## src/rtl/zq_pkg.sv

```systemverilog
package zq_pkg;

  typedef enum logic [2:0] {
    CMD_NOP     = 3'd0,
    CMD_READ    = 3'd1,
    CMD_WRITE   = 3'd2,
    CMD_REFRESH = 3'd3,
    CMD_ACT     = 3'd4,
    CMD_PRE     = 3'd5,
    CMD_MODE    = 3'd6,
    CMD_DESEL   = 3'd7
  } zq_cmd_e;

  // Reference = 6 * driver code; full reference or half of it.
  function automatic logic [15:0] ca_term_f(input logic [15:0] d, input logic half);
    logic [15:0] x3;
    x3 = d + (d << 1);
    return half ? x3 : (x3 << 1);
  endfunction

  // Half reference = 3 * code, quarter reference = 1.5 * code (floored).
  function automatic logic [15:0] dq_term_f(input logic [15:0] d, input logic half);
    logic [15:0] x3;
    x3 = d + (d << 1);
    return half ? x3 : (x3 >> 1);
  endfunction

endpackage

```

## src/rtl/zq_cmd_gate.sv

```systemverilog
module zq_cmd_gate #(
  parameter int RD_LAT    = 7,
  parameter int BURST_LEN = 8
) (
  input  logic       clk,
  input  logic       rst_n,
  input  logic [2:0] cmd,
  output logic       rd_busy,
  output logic       upd_slot
);
  import zq_pkg::*;

  localparam int RD_WIN = RD_LAT + BURST_LEN;
  localparam int RW     = $clog2(RD_WIN + 1);

  logic [RW-1:0] rd_cnt;
  logic          is_nop, is_read, is_ref;

  assign is_nop  = (cmd == CMD_NOP);
  assign is_read = (cmd == CMD_READ);
  assign is_ref  = (cmd == CMD_REFRESH);

  always_ff @(posedge clk or negedge rst_n) begin
    if (!rst_n)
      rd_cnt <= '0;
    else if (is_read)
      rd_cnt <= RW'(RD_WIN);
    else if (rd_cnt != '0)
      rd_cnt <= rd_cnt - 1'b1;
  end

  assign rd_busy  = (rd_cnt != '0);
  assign upd_slot = is_ref | (is_nop & ~rd_busy);

endmodule

```

## src/rtl/zq_sar.sv

```systemverilog
module zq_sar #(
  parameter int CODE_W = 6
) (
  input  logic              clk,
  input  logic              rst_n,
  input  logic              cmp_hi,
  input  logic              take,
  output logic [CODE_W-1:0] trial,
  output logic [CODE_W-1:0] mask,
  output logic [CODE_W-1:0] shadow,
  output logic              pend,
  output logic              search_done
);
  localparam logic [CODE_W-1:0] MSB_ONLY = {1'b1, {(CODE_W-1){1'b0}}};

  logic [CODE_W-1:0] kept;
  logic [CODE_W-1:0] kept_nxt;

  assign trial       = kept | mask;
  assign kept_nxt    = cmp_hi ? trial : kept;
  assign search_done = mask[0];

  always_ff @(posedge clk or negedge rst_n) begin
    if (!rst_n) begin
      kept <= '0;
      mask <= MSB_ONLY;
    end else if (search_done) begin
      kept <= '0;
      mask <= MSB_ONLY;
    end else begin
      kept <= kept_nxt;
      mask <= mask >> 1;
    end
  end

  always_ff @(posedge clk or negedge rst_n) begin
    if (!rst_n) begin
      shadow <= '0;
      pend   <= 1'b0;
    end else if (search_done) begin
      shadow <= kept_nxt;
      pend   <= 1'b1;
    end else if (take) begin
      pend   <= 1'b0;
    end
  end

endmodule

```

## src/rtl/zq_pwrup_timer.sv

```systemverilog
module zq_pwrup_timer #(
  parameter int CYCLES = 2000
) (
  input  logic clk,
  input  logic rst_n,
  output logic done
);
  localparam int PW = $clog2(CYCLES + 1);
  localparam logic [PW-1:0] LAST = PW'(CYCLES - 1);

  logic [PW-1:0] cnt;

  always_ff @(posedge clk or negedge rst_n) begin
    if (!rst_n) begin
      cnt  <= '0;
      done <= 1'b0;
    end else if (!done) begin
      if (cnt == LAST) done <= 1'b1;
      else             cnt  <= cnt + 1'b1;
    end
  end

endmodule

```

## src/rtl/zq_update_sched.sv

```systemverilog
module zq_update_sched #(
  parameter int CLK_MHZ   = 100,
  parameter int CODE_W    = 6,
  parameter int RD_LAT    = 7,
  parameter int BURST_LEN = 8
) (
  input  logic              clk,
  input  logic              rst_n,
  input  logic [2:0]        cmd,
  input  logic              cmp_hi,
  input  logic              cfg_ca_half,
  input  logic              cfg_dq_half,
  output logic [CODE_W-1:0] sar_trial,
  output logic [CODE_W-1:0] drv_code,
  output logic [CODE_W+2:0] ca_term,
  output logic [CODE_W+2:0] dq_term,
  output logic              upd_slot,
  output logic              rd_busy,
  output logic              cal_done
);
  import zq_pkg::*;

  localparam int PWR_CYC = CLK_MHZ * 20;
  localparam int TERM_W  = CODE_W + 3;

  logic [CODE_W-1:0] sar_mask;
  logic [CODE_W-1:0] shadow;
  logic              pend;
  logic              search_done;
  logic              take;
  logic              sel_taken;
  logic              ca_half_q, dq_half_q;
  logic [15:0]       drv_ext, ca_full, dq_full;

  zq_cmd_gate #(.RD_LAT(RD_LAT), .BURST_LEN(BURST_LEN)) u_gate (
    .clk(clk), .rst_n(rst_n), .cmd(cmd),
    .rd_busy(rd_busy), .upd_slot(upd_slot)
  );

  zq_sar #(.CODE_W(CODE_W)) u_sar (
    .clk(clk), .rst_n(rst_n), .cmp_hi(cmp_hi), .take(take),
    .trial(sar_trial), .mask(sar_mask), .shadow(shadow),
    .pend(pend), .search_done(search_done)
  );

  zq_pwrup_timer #(.CYCLES(PWR_CYC)) u_pwr (
    .clk(clk), .rst_n(rst_n), .done(cal_done)
  );

  assign take = upd_slot & pend;

  always_ff @(posedge clk or negedge rst_n) begin
    if (!rst_n)    drv_code <= '0;
    else if (take) drv_code <= shadow;
  end

  always_ff @(posedge clk or negedge rst_n) begin
    if (!rst_n) begin
      sel_taken <= 1'b0;
      ca_half_q <= 1'b0;
      dq_half_q <= 1'b0;
    end else if (!sel_taken) begin
      sel_taken <= 1'b1;
      ca_half_q <= cfg_ca_half;
      dq_half_q <= cfg_dq_half;
    end
  end

  assign drv_ext = {{(16-CODE_W){1'b0}}, drv_code};
  assign ca_full = ca_term_f(drv_ext, ca_half_q);
  assign dq_full = dq_term_f(drv_ext, dq_half_q);
  assign ca_term = ca_full[TERM_W-1:0];
  assign dq_term = dq_full[TERM_W-1:0];

endmodule

```

## config.mk

```make
export PLATFORM = sky130hd
export DESIGN_NAME = zq_update_sched
export DESIGN_NICKNAME = d
export VERILOG_FILES = /design/src/rtl/zq_pkg.sv /design/src/rtl/zq_cmd_gate.sv /design/src/rtl/zq_sar.sv /design/src/rtl/zq_pwrup_timer.sv /design/src/rtl/zq_update_sched.sv
export SDC_FILE = /design/constraint.sdc
export NUM_CORES = 1
export LEC_CHECK = 0
export BUFFER_PORTS_ARGS = -buffer_cell sky130_fd_sc_hd__buf_2
export CORE_UTILIZATION = 59
export DETAILED_ROUTE_END_ITERATION = 8
export PLACE_DENSITY = 0.84
export SLEW_MARGIN = 20
export SYNTH_ARGS = -nofsm -noshare
export SYNTH_HDL_FRONTEND = slang
export SYNTH_SLANG_ARGS = --single-unit
```

## constraint.sdc

```tcl
create_clock -name clk -period 3.8 [get_ports clk]
set_clock_uncertainty 0.05 [all_clocks]
set_input_delay 0 -clock clk [delete_from_list [all_inputs] [get_ports clk]]
set_output_delay 0 -clock clk [all_outputs]
set_load 0.1 [all_outputs]
```

======== Yosys cells after proc, flatten, opt, wreduce, memory -nomap -nowiden ========
Cells that the tools add are included.
storage, ports and cells
  register bits after elaboration ......... 44
  bits of input ports ..................... 8
  word-level logic and storage cells ...... 40
  output and inout port bits .............. 33
cells by class
  reductions and logical operators ........ 5
  bitwise logic cells ..................... 7
  $add $sub $neg .......................... 3
  eq/ne operators ......................... 3
  multiplexer cells ....................... 11
operators by type and width
  cell                   count
  $mux 6                 3
  $mux 9                 2
  $add 11x1->11 const B  1
  $eq 11x11->1 const B   1
  $add 6x7->8            1
  $mux 4                 2
  $or 6x6->6             1
  $mux 1                 4
  $reduce_bool 2->1      2
  $reduce_bool 4->1      1
  $sub 4x1->4 const B    1
  $eq 3x1->1 const B     1
  $eq 3x2->1 const B     1
  $logic_not 3->1        1
  $not 1->1              3
  $and 1x1->1            2
  $reduce_and 2->1       1
  $or 1x1->1             1

======== Longest topological paths before layout ========
  depth in word-level cells ............... 7
  depth in mapped cells ................... 7
  gate-level depth less buffers ........... 7

======== By module ========
A second synthesis with hierarchy kept.
unflattened totals
  cell total of the unflattened synthesis .. 229
  area total of the unflattened synthesis .. 2391.0 sq um
modules (own cells, without submodules)
  module           sequential area each (sq um)  area an instance (sq um)  cells each  instances
  zq_update_sched  225.2                         847.1                     95          1
  zq_sar           476.7                         715.7                     59          1
  zq_pwrup_timer   300.3                         588.1                     51          1
  zq_cmd_gate      100.1                         240.2                     24          1

======== Worst setup path before layout ========
No wires, ideal clock.
  kind .................................... reg-to-output
  from .................................... register drv_code[2]
  to ...................................... output port ca_term[5]
  data required time ...................... 3.750 ns
  cell stages (with the launch flop) ...... 6
  data arrival time ....................... 3.930 ns
  path slack .............................. -0.180 ns
  buffers on the path ..................... 0
  cell sequence ........................... dfrtp_1 ha_1 a21o_1 a21oi_1 xor2_1 o21ai_0
between the ends
  longest elaborated chain between the ends .. 2
RTL lines
  element                   line                   text
  start: declaration        zq_update_sched.sv:14  output logic [CODE_W-1:0] drv_code,
  start signal: assignment  zq_update_sched.sv:54  else if (take) drv_code <= shadow;
  $add 6x7->8               zq_pkg.sv:17           x3 = d + (d << 1);
  $mux 9                    zq_pkg.sv:18           return half ? x3 : (x3 << 1);
  end: declaration          zq_update_sched.sv:15  output logic [CODE_W+2:0] ca_term,
No other way between the ends.

======== Worst setup path in the final report ========
  from .................................... register drv_code[1]
  to ...................................... output port dq_term[6]
between the ends
  longest elaborated chain between the ends .. 2
RTL lines
  element           line                   text
  $add 6x7->8       zq_pkg.sv:24           x3 = d + (d << 1);
  $mux 9            zq_pkg.sv:25           return half ? x3 : (x3 >> 1);
  end: declaration  zq_update_sched.sv:16  output logic [CODE_W+2:0] dq_term,
No other way between the ends.

==> results.py <==
metrics = {
    "yosys": {
        "synth_top_area_share_pct": 48.3,
        "yosys.area.top_type": "dfrtp_1",
        "syn-num-nets": 231,
        "netlist-cell-type-count": 37,
        "yosysSeqAreaShare_pct": 49.5,
        "synth_ff_type": "dfrtp_1",
        "syn_avg_cell_area_sq_um": 10.5,
        "synth_edf_count": 0,
        "syn_area_sq_um": 2230,
        "synth_area_leaders": "dfrtp_1 (48%), mux2_2 (7.1%), nor2_1 (5.2%)",
        "synthArstFlopShare_pct": 100,
        "synthCells": 213,
        "ys_warn_count": 0,
        "ys_ff_latch": 44,
    },
    "power_and_ir_drop": {
        "pwr-share-comb_pct": 16.6,
        "ir_drop_uv": 357,
        "seqPwrFrac_pct": 54.6,
        "p_int_mw": 0.678,
        "p_per_area_nw_per_um2": 368,
        "p_clk_share_pct": 28.8,
        "power.net_switching_mw": 0.278,
        "swShare_pct": 29.1,
        "leakagePower_nw": 1.39,
    },
    "routing": {
        "drc_errors": 0,
        "drt-pass1-iter-count": 4,
        "via_count": 1667,
        "wirelength_um": 4010,
        "antenna_left": 0,
        "viasPerCell": 5.43,
        "drt_iter0_markers": 73,
        "wl_per_cell_um": 13.1,
    },
    "cells_and_area": {
        "drive_above_1_share_pct": 28.0,
        "nets": 278,
        "layout_commonest_cell": "dfrtp_1",
        "diodes": 0,
        "area_growth_pct": 16.7,
        "design_area_sq_um": 2600,
        "layout_common_cells": "dfrtp_1 (43), buf_2 (39), nor2_1 (31)",
    },
    "sta": {
        "fin_hold_ws_ps": 24.7,
        "rsz0062_at_grt": "false",
        "period_share_pct": 65.5,
        "min_period_ps": 2490,
        "finalMaxSlewViolations": 0,
        "final-setup-viol-count": 0,
        "worstMarginPinSlew_ps": 929,
        "max_slew_margin_pct": 38.1,
        "hold_viol": 0,
        "clock.fmax_mhz": 402,
        "tns_ps": 0,
    },
    "critical_path": {
        "critPathCaptureType": "output port",
        "crit_slowest_cell": "dfrtp_1",
        "path_cells": "ha_1 -> a211o_1 -> a2111oi_2 -> a41oi_1 -> a31o_2 -> buf_2",
        "slowest_delay_ps": 440,
        "path_class": "flop to output port",
        "critPathMaxFanout": 5,
        "cp.required_ps": 3750,
        "startpoint_type": "flop",
        "crit_family": "compound AO/OA/AOI/OAI gates",
        "arrival_ps": 2440,
        "critical_path_buf_inv_count": 1,
    },
    "floorplanning": {
        "num_rows": 21,
        "ios": 41,
        "die_h_um": 63.4,
        "die-area_sq_um": 4020,
        "die_x_um": 63.4,
        "start_util_pct": 64.2,
        "core_sq_um": 3470,
    },
    "hold_path": {
        "hold_path.class": "primary input to flop",
    },
    "global_route": {
        "grt_max_degree": 45,
        "antenna_found_initial": 0,
        "track_usage_pct": 23.3,
        "grt_pass1_wl_um": 7040,
        "gr-total-overflow": 0,
        "first_global_vias": 1630,
    },
    "cts": {
        "clk_pin_slew_ps": 80,
        "clk_latency_ps": 300,
        "cts_buffers": 5,
        "clock-sinks": 44,
        "tritoncts": "done",
        "clockBufferDepth": 2,
        "htreeDepth": 2,
        "root_buffer": "clkbuf_8",
    },
    "placed_design": {
        "port_buffers": 39,
        "dpl.hpwl_um": 2900,
        "place_congestion": 0.779,
        "place_area_sq_um": 2460,
    },
    "job": {
        "drv_cap": 0,
    },
    "status": {
        "outcome": "finished, final reports clean",
    },
}
worst reg2reg max path: stages, from the launching register on:
cell	delay [ps]
dfrtp_1	390
inv_1	120
ha_1	170
nor3b_4	290
a21oi_2	140
nor3b_4	360
mux2_2	380
final cells by class:
| type | count | area, sq um |
|---|---|---|
| flip-flops and latches | 44 | 1100 |
| multi-input cells | 156 | 1070 |
| fillers | 241 | 871 |
| repair buffers | 45 | 255 |
| clock buffers | 7 | 76.3 |
| well taps | 46 | 57.6 |
| inverters | 8 | 30.0 |
| clock inverters | 1 | 5.00 |
power groups by stage:
| stage | registers (mW) | clock network, mW | logic [mW] |
|---|---|---|---|
| 2_1_floorplan | 0.520 | 0 | 0.127 |
| 3_3_place_gp | 0.529 | 0 | 0.147 |
| 4_1_cts | 0.521 | 0.287 | 0.161 |
| 6_report | 0.522 | 0.275 | 0.159 |
| 5_1_grt | 0.526 | 0.307 | 0.177 |
| 3_5_place_dp | 0.531 | 0 | 0.157 |
per-stage QoR:
step | utilization, % | total power, mW | std cells | worst slack (ps)
after floorplan | - | 0.647 | 213 | -180
after global placement | 70.8 | 0.676 | 293 | 1690
after detailed placement | 70.8 | 0.688 | 293 | 1620
after CTS | 74.9 | 0.969 | 307 | 1290
after global routing | 74.9 | 1.01 | 307 | 1140
final | 74.9 | 0.956 | 307 | 1310
final timing paths:
| check | startpoint | to | slack (ps) | cells after the start |
|---|---|---|---|---|
| setup / recovery | drv_code[1] | dq_term[6] | 1310 | 6 |
| min in group asynchronous | rst_n | u_gate.rd_cnt[3] | 330 | 2 |
| setup reg to reg | u_gate.rd_cnt[0] | drv_code[5] | 1790 | 6 |
| hold reg to reg | u_pwr.cnt[9] | u_pwr.cnt[9] | 420 | 1 |
| hold / removal | cmd[1] | u_gate.rd_cnt[0] | 20 | 4 |
| max in group asynchronous | rst_n | u_pwr.cnt[7] | 2780 | 2 |
logic make-up after synthesis:
group,count (synthesis),synth area share (%)
adder cells (fa/ha/maj),10,5.96
AO/OA/AOI/OAI,45,12.9
AND/OR/NAND/NOR,73,17.1
buffers and inverters,13,2.36
flip-flops,44,49.5
multiplexers,14,7.08
other,2,0.337
XOR/XNOR,12,4.72
cells in the mapped netlist (all sizes together), types with 2 or more instances:
library cell  count
o21a              2
and2              2
conb              2
nor2             31
mux2             14
a221o             2
xnor2             5
o21ai            11
nor3              3
dfrtp            43
nor2b             7
a21oi            19
nand3             5
a31o              2
ha                9
a21o              3
nand2             9
nand4             2
a2bb2oi           2
clkbuf            4
inv               8
or2               6
xor2              7
and3              2
nor3b             3
sequential cells by signal, indices dropped and copies added, names as in the netlist:
name,flops
u_sar.shadow,6
drv_code,6
sel_taken,1
u_sar.kept,6
dq_half_q,1
u_gate.rd_cnt,4
u_pwr.cnt,11
u_sar.mask,6
ca_half_q,1
u_sar.pend,1
u_pwr.done,1
metal layers:
| metal | vias to the layer above | global-route usage [%] | wire length (um) |
|---|---|---|---|
| met2 | 39 | 40.4 | 1990 |
| li1 | 832 | - | - |
| met5 | - | 0 | 0 |
| met4 | 0 | 10.2 | 66 |
| met3 | 5 | 6.52 | 202 |
| met1 | 791 | 26.6 | 1760 |
timing repair:
action | in CTS | in global routing
gates resized for setup | 0 | 0
hold buffers | 6 | 0
hold endpoints to repair | 50 | 0
setup buffers | 0 | 0
No activity file was read; power rests on OpenSTA's default activity.
